`src/rtl/frx_packer.sv`:
```
module frx_packer #(
  parameter int WORD_W = 16,
  parameter int LANES  = 3
) (
  input  logic                    clk_i,
  input  logic                    rst_ni,
  input  logic                    clr_i,
  input  logic                    push_i,
  input  logic [WORD_W-1:0]       data_i,
  output logic [LANES*WORD_W-1:0] word_o,
  output logic                    wr_o,
  output logic                    emit_o
);

  localparam int HOLD_W = (LANES - 1) * WORD_W;
  localparam int IDX_W  = (LANES > 2) ? $clog2(LANES) : 1;
  localparam logic [IDX_W-1:0] LAST = IDX_W'(LANES - 1);

  logic [HOLD_W-1:0]       hold_q;
  logic [IDX_W-1:0]        idx_q;
  logic [LANES*WORD_W-1:0] word_q;
  logic                    wr_q;

  assign emit_o = push_i && (idx_q == LAST);

  always_ff @(posedge clk_i or negedge rst_ni) begin
    if (!rst_ni) begin
      hold_q <= '0;
      idx_q  <= '0;
      word_q <= '0;
      wr_q   <= 1'b0;
    end else begin
      wr_q <= emit_o;
      if (clr_i) begin
        idx_q <= '0;
      end else if (push_i) begin
        if (emit_o) begin
          word_q <= {hold_q, data_i};
          idx_q  <= '0;
        end else begin
          hold_q <= (hold_q << WORD_W) | HOLD_W'(data_i);
          idx_q  <= idx_q + 1'b1;
        end
      end
    end
  end

  assign word_o = word_q;
  assign wr_o   = wr_q;

endmodule

```
`config.mk`:
```
export PLATFORM = sky130hd
export DESIGN_NAME = frx_packer
export DESIGN_NICKNAME = d
export VERILOG_FILES = /design/src/rtl/frx_packer.sv
export SDC_FILE = /design/constraint.sdc
export NUM_CORES = 1
export LEC_CHECK = 0
export BUFFER_PORTS_ARGS = -buffer_cell sky130_fd_sc_hd__buf_2
export CAP_MARGIN = 25
export CORE_AREA = 2 2 81 83
export DETAILED_ROUTE_END_ITERATION = 8
export DIE_AREA = 0 0 83 85
export PLACE_DENSITY = 0.82
export SETUP_SLACK_MARGIN = 0.5
export SYNTH_ARGS = -nofsm -noshare
export SYNTH_HDL_FRONTEND = slang
export SYNTH_SLANG_ARGS = --single-unit
```
`constraint.sdc`:
```
create_clock -name clk_i -period 1.9 [get_ports clk_i]
set_input_delay 0.19 -clock clk_i [delete_from_list [all_inputs] [get_ports clk_i]]
set_output_delay 0.19 -clock clk_i [all_outputs]
set_load 0.05 [all_outputs]
```
Word level (Yosys, flattened, before mapping). Cells that the tools add are included.

Flip-flop bits (word level): 83. Latch bits: 0. RAM bits: 0. Bits in read-only memories: 0. Bits of input ports: 20. Logic and storage cells: 16. Memories kept: 0.

Add/subtract/negate cells: 1. Multipliers: 0. Div/mod/pow operators: 0. Magnitude comparators: 0. Equality and inequality tests: 1. Shifts and indexed selects: 0. Mux-type cells: 3. Bitwise gates (word level): 3. Reduce and logical (&&, ||, !) cells: 4.

Operator list (number): bitwise OR 32 x 16 -> 32 bit (1); 2-to-1 mux 2 bit (3); AND reduction 3 bit (2); adder 2 x 1 -> 2 bit (second input constant) (1); == test 2 bit (second input constant) (1); inverter 1 bit (2); nonzero test 2 bit (1); logical AND 1 bit (1).

Longest topological paths before layout. Gate-level depths: netlist of run 1.

Depth in word-level cells: 5. Gate-level depth with buffers: 5. Depth with buffers taken out: 3.

Least setup slack after synthesis of run 1. No wires, ideal clock.

Path type: flip-flop to flip-flop. From: register idx_q[0]. To: register word_q[27], in the netlist word_o[27]. Setup time: 125 ps. Arrival time: 1810 ps. Data required time: 1775 ps. Path slack: -35 ps. Cell stages (with the launch flop): 6. Buffers on the path: 2. Clock period less this slack: 1935 ps. Path through: dfrtp_1 -> and3b_1 -> nor2b_2 -> buf_6 -> buf_8 -> mux2_4.

Cells in the longest elaborated chain, start to end: 3.

RTL lines: start, declared (line 20) `logic [IDX_W-1:0] idx_q;`; start signal, assigned (line 42) `idx_q <= idx_q + 1'b1;`; == test 2 bit (line 24) `assign emit_o = push_i && (idx_q == LAST);`; logical AND 1 bit (line 24); via emit_o (line 12) `output logic emit_o`; AND reduction 3 bit (no line); end signal, assigned (line 38) `word_q <= {hold_q, data_i};`; end, declared (line 21) `logic [LANES*WORD_W-1:0] word_q;`.

The timed path passes the listed nets, and every way through them passes these cells. A chain may end at the register's enable or synchronous reset.

Final worst setup path of run 1.
From: register idx_q[0]. To: register word_q[2], in the netlist word_o[2].

Cells in the longest elaborated chain, start to end: 3.

RTL lines (line): == test 2 bit (24); logical AND 1 bit (24); AND reduction 3 bit (no line).

Every way passes these cells.

==> impl_metrics.tcl, run 1 <==
set metrics [dict create \
    dp_hpwl_um 3395 \
    diodes 0 \
    fp-row-count 29 \
    seq_area_frac_synth_pct 64.95 \
    holdCritStartpoint "data_i[4]" \
    whs_path_depth 2 \
    ys_seq_elements 83 \
    htree_levels 3 \
    grt_pass1_vias 1948 \
    grt_pass1_wl_um 9956 \
    post-route-period-util_pct 83.86 \
    ioPinCount 70 \
    synth_common_cells "dfrtp_1 (83), mux2_2 (58), mux2_4 (20)" \
    reg2reg_from "idx_q[0]" \
    wl_per_cell_um 18.14 \
    avgSynthCellArea_um2 17.57 \
    max_cap_violations 0 \
    syn-cell-area_mm2 0.003198 \
    via_count 1852 \
    reg2reg_slack_ns 0.31 \
    grtUsageMet1_pct 25.44 \
    drt_pass1_iterations 4 \
    timing.hold.ws_ns 0.08526 \
    combPwrFrac_pct 36.6 \
    async_flop_share_pct 100.0 \
    r2r-end "word_o[2]" \
    insertion_delay_ns 0.35 \
    min_to "hold_q[4]" \
    use_met3_pct 4.183 \
    critPathSlowestCell "dfrtp_1" \
    cts.path.max_buffers 2 \
    clockPowerShare_pct 21.1 \
    yosysTopAreaCellShare_pct 64.95 \
    cts_tree "built" \
    total_power_mw 5.823 \
    setup_tns_ns 0 \
    required_ns 2.13 \
    rsz0062_at_grt "true" \
    finalHoldViolCount 0 \
    synth_area_leaders "dfrtp_1 (65%), mux2_2 (20%), mux2_4 (9.4%)" \
    cp_data_arrival_time_ns 1.83 \
    slew_headroom_pct 64.21 \
    p_sw_mw 2.191 \
    slew_violations 0 \
    critPathKind "reg -> reg" \
    grt_most_used_layer "met2" \
    yosysWarnings 0 \
    cts_root_buffer "clkbuf_8" \
    finClkSkew_ns 0.006784 \
    cts.reportedPaths.clkPinSlew_ns 0.08 \
    synthDistinctLibCells 15 \
    detail-route-antenna-nets 0 \
    hp-class "in -> reg" \
    core_mm2 0.006205 \
    via_per_inst 5.130 \
    cp-end-kind "flop" \
    numCtsBuffers 9 \
    synth_most_common_cell "dfrtp_1" \
    critPathMaxStageDelay_ns 0.38 \
    r2r_cells 6 \
    drive_gt1_share_pct 66.55 \
    power.density_mw_per_mm2 1333 \
    timing.fmax_mhz 627.6 \
    dp_cells 325 \
    grt_use_met2_pct 26.98 \
    status "complete, no violations" \
    place.gp.congestion 0.6982 \
    worst_pin_slew_ns 0.5368 \
    setup_viol 0 \
    crit_path_max_fanout 7 \
    final_nets 299 \
    fin_crit_ns 1.593 \
    cts.sinks 83 \
    area_growth_pct 36.58 \
    synth-main-ff-cell "dfrtp_1" \
    yosys.area.top_type "dfrtp_1" \
    crit_path_frequent_cell "buf_12" \
    pwr-share-seq_pct 42.3 \
    grtUsageTotal_pct 18.23 \
    crit_start "idx_q[0]" \
    netlist_instances 182 \
    finalWirelength_um 6550 \
    grt_max_degree 43 \
    die_height_um 85 \
    power.internal_mw 3.633 \
    stdcell_count 361 \
    synth-edff-count 0 \
    cp-start-kind "flop" \
    antenna_found_initial 0 \
    die-area_mm2 0.007055 \
    die_x_um 83 \
    port_buffers 69 \
    peakVddDrop_v 0.0008192 \
    drc_errors 0 \
    p_leak_nw 2.212 \
    initial_core_util_pct 51.54 \
    crit_chain "and3b_2 -> nor2b_4 -> buf_12 -> buf_8 -> buf_12 -> mux2_4" \
    p_sw_share_pct 37.62 \
    synth.net_count 202 \
    dr.first_iter.drc_count 63 \
    overflow 0 \
]
## state kept, by name, indices dropped and copies added, names as in the netlist
register,count
word_o,48
idx_q,2
wr_o,1
hold_q,32
## layout make-up
cell class | count | area (µm²)
inverter | 2 | 7.507
tap | 77 | 96.34
clock inverter | 2 | 35.03
clock buffer | 14 | 152.6
multi-input combinational | 89 | 1222
fill | 404 | 1837
timing repair buffer | 94 | 775.7
sequential | 83 | 2078
## metrics by stage
stage	cell area, µm²	utilization (%)	worst slack (ns)
after floorplan	3242	-	0.1638
after global placement	3676	59.25	0.2966
after detailed placement	3676	59.25	0.2320
after CTS	4125	66.49	0.3382
after global routing	4368	70.40	0.2547
final	4368	70.40	0.3066
## layout by cell type, fill, tap and decap left out
cell and instances:
buf_16 3, nor3b_1 1, a211oi_4 1, buf_4 8, a21oi_1 2, nor2b_4 1
mux2_2 15, dlygate4sd3_1 1, nor2_1 2, and3b_1 1, buf_6 2, inv_1 2
bufinv_16 1, clkbuf_16 3, dfrtp_2 1, clkbuf_8 10, dfrtp_1 82, buf_12 8
clkinv_2 1, clkbuf_1 4, mux2_4 65, buf_2 67, and3b_2 1, buf_8 2
## cell families (layout without fill, tap and decap cells)
| kind of cell | count (synthesis) | count (layout) | synth area share (%) |
|---|---|---|---|
| flops | 83 | 83 | 64.95 |
| mux | 80 | 80 | 30.52 |
| buf+inv | 10 | 112 | 2.543 |
| simple gates | 6 | 6 | 1.291 |
| compound gates | 3 | 3 | 0.7042 |
## worst max path at each step
stage	end	cells after the start
CTS	word_o[17]	6
floorplan	word_o[27]	5
detailed placement	word_o[6]	4
global placement	word_o[19]	4
global route	word_o[17]	6
finish	word_o[2]	6
## power groups by stage
stage | sequential [mW] | clock, mW | combinational [mW]
finish | 2.46 | 1.23 | 2.13
global placement | 2.46 | 0 | 1.91
global route | 2.53 | 1.34 | 2.23
CTS | 2.45 | 1.26 | 2.01
floorplan | 3.44 | 0 | 0.514
detailed placement | 2.48 | 0 | 1.95
## critical path, delay by kind of cell (launching register included)
family	cells	cell delay, ns
and+or+nand+nor	2	0.43
DFF	1	0.38
muxes	1	0.30
buffers and inverters	3	0.37
## repair_timing
action                                 CTS  global route
hold buffers                             1             0
gates cloned                             3             4
pin swaps                                0             2
gates resized for setup                 24            32
setup endpoints to repair               81            81
setup buffers                            9             3
endpoints found under the hold margin   40             0
## layer usage
| layer | up-vias | share of wire [%] |
|---|---|---|
| met5 | - | 0 |
| met4 | 0 | 2.1 |
| met3 | 11 | 4.1 |
| met2 | 58 | 47 |
| li1 | 838 | - |
| met1 | 945 | 47 |
Power figures use the tool's default switching activity.
==> run 2: changes to the inputs <==
clock period = 1.5 ns   (was 1.9 ns; I/O delays follow)
==> run 2 against run 1 <==
  * Critical path depth stayed put
  * Routed wire length is 9.4% higher
  * Non-clock buffer count is 28 higher
  * The run now ends with negative setup slack left
  * Count of clock-buffer cells in the layout is 3 lower
  * Core utilization is 8.1 points higher
  * Hold slack worse by 0.027 ns
  * First-iteration DRC count stayed put
  * Final area is 11% higher
  * Power is 40% higher
  * Sequential share of layout area is 4.9 points lower
  * Largest cell class unchanged
  * Sequential cell count stayed put
  * Clock power is 24% higher
==> impl_metrics.tcl, run 2 (synthesis results as in run 1) <==
set metrics [dict create \
    stdcell_count 387 \
    cts.path.max_buffers 2 \
    initial_core_util_pct 51.54 \
    final_cell_mix "dfrtp_1 (83), mux2_4 (58), buf_6 (54)" \
    fin_area_mm2 0.004868 \
    numCtsBuffers 9 \
    finClkSkew_ns 0.009460 \
    crit_start "idx_q[0]" \
    r2r-end "hold_q[20]" \
    cts_tree "built" \
    critPathKind "reg -> reg" \
    hp-class "in -> reg" \
    dp_cells 327 \
    drive_gt1_share_pct 70.97 \
    cp_data_arrival_time_ns 1.80 \
    via_per_inst 5.047 \
    power.density_mw_per_mm2 1673 \
    setup_viol 79 \
    timing.hold.ws_ns 0.05860 \
    insertion_delay_ns 0.33 \
    ioPinCount 70 \
    grt_max_degree 36 \
    largest_reg_flops 48 \
    placed_area_mm2 0.003699 \
    fp-row-count 29 \
    grtUsageTotal_pct 20.24 \
    grt_pass1_wl_um 11030 \
    mostFrequentLayoutCell "dfrtp_1" \
    holdCritStartpoint "data_i[4]" \
    final_nets 327 \
    multi_input_area_mm2 0.001205 \
    place.gp.congestion 0.7082 \
    crit_path_max_fanout 8 \
    htree_levels 3 \
    p_leak_nw 2.386 \
    fillers 345 \
    reg2reg_slack_ns -0.07 \
    regArea_mm2 0.002077 \
    drc_errors 0 \
    setup_tns_ns -2.697 \
    dp_hpwl_um 3429 \
    wl_per_cell_um 18.52 \
    via_count 1953 \
    max_cap_violations 0 \
    setup_slack_ns -0.07101 \
    die_x_um 83 \
    fin_crit_ns 1.571 \
    port_buffers 69 \
    finalHoldViolCount 0 \
    whs_path_depth 2 \
    total_power_mw 8.147 \
    post-route-period-util_pct 104.7 \
    cts.sinks 83 \
    overflow 0 \
    violations "negative setup slack" \
    fin_util_pct 78.46 \
    die-area_mm2 0.007055 \
    die_height_um 85 \
    slew_headroom_pct 76.11 \
    slew_violations 0 \
    rsz0062_at_grt "true" \
    reg2reg_from "idx_q[0]" \
    core_mm2 0.006205 \
    pre_cts_ws_ns -0.09281 \
    diodes 0 \
    finalWirelength_um 7167 \
    cp-endpoint "hold_q[20]" \
    area_growth_pct 52.23 \
    drt_pass1_iterations 5 \
    peakVddDrop_v 0.001109 \
    required_ns 1.73 \
    cp-start-kind "flop" \
    r2r_cells 6 \
    grt_pass1_vias 2096 \
    cp-end-kind "flop" \
    detail-route-antenna-nets 0 \
    worst_pin_slew_ns 0.3583 \
    antenna_found_initial 0 \
    dr.first_iter.drc_count 63 \
    timing.fmax_mhz 636.5 \
    cts.reportedPaths.clkPinSlew_ns 0.08 \
    cts_root_buffer "clkbuf_8" \
    status "finished with violations" \
]
run 2: changes by cell type in the layout (fill, tap and decap cells not counted), sizes merged:
cell	delta
clkinv	+1
buf	+26
clkbuf	-1
run 2: critical path, cell delays in order (launching register included):
cell,delay [ns]
dfrtp_1,0.35
buf_4,0.12
inv_2,0.04
a211oi_4,0.28
buf_6,0.17
clkbuf_16,0.17
mux2_2,0.33
run 2: how the worst min path moves through the flow:
| stage | end | slack (ns) |
|---|---|---|
| after floorplan | hold_q[0] | -0.15 |
| after global placement | word_o[45] | 0.09 |
| after detailed placement | word_o[29] | 0.09 |
| after CTS | word_o[10] | 0.04 |
| after global routing | word_o[6] | 0.04 |
| final | word_o[4] | 0.06 |
run 2: power breakdown:
part           internal [mW]  total, mW  leakage (nW)  switching, mW
Clock                  0.792       1.52        0.0950          0.725
Combinational           1.65       3.44          1.25           1.79
Sequential              2.79       3.19          1.04          0.400
run 2: layer usage:
layer | share of wire (%) | global-route usage, % | vias to the layer above
li1 | - | - | 888
met1 | 43 | 26.83 | 1009
met3 | 3.4 | 4.086 | 8
met2 | 53 | 33.65 | 48
met5 | 0 | 0 | -
met4 | 0.82 | 7.154 | 0
run 2: area by class of cell:
type	count	area share, %
multi-input combinational	89	24.75
sequential	83	42.66
inverter	2	0.1542
clock buffer	11	2.904
tap	77	1.979
timing repair buffer	122	26.73
clock inverter	3	0.8224
run 2: repair_timing:
action,CTS,global route
gates cloned,4,5
pin swaps,3,3
endpoints found under the setup margin,132,132
resized for setup,131,16
hold buffers,1,0
buffers inserted,26,10
endpoints found under the hold margin,24,0
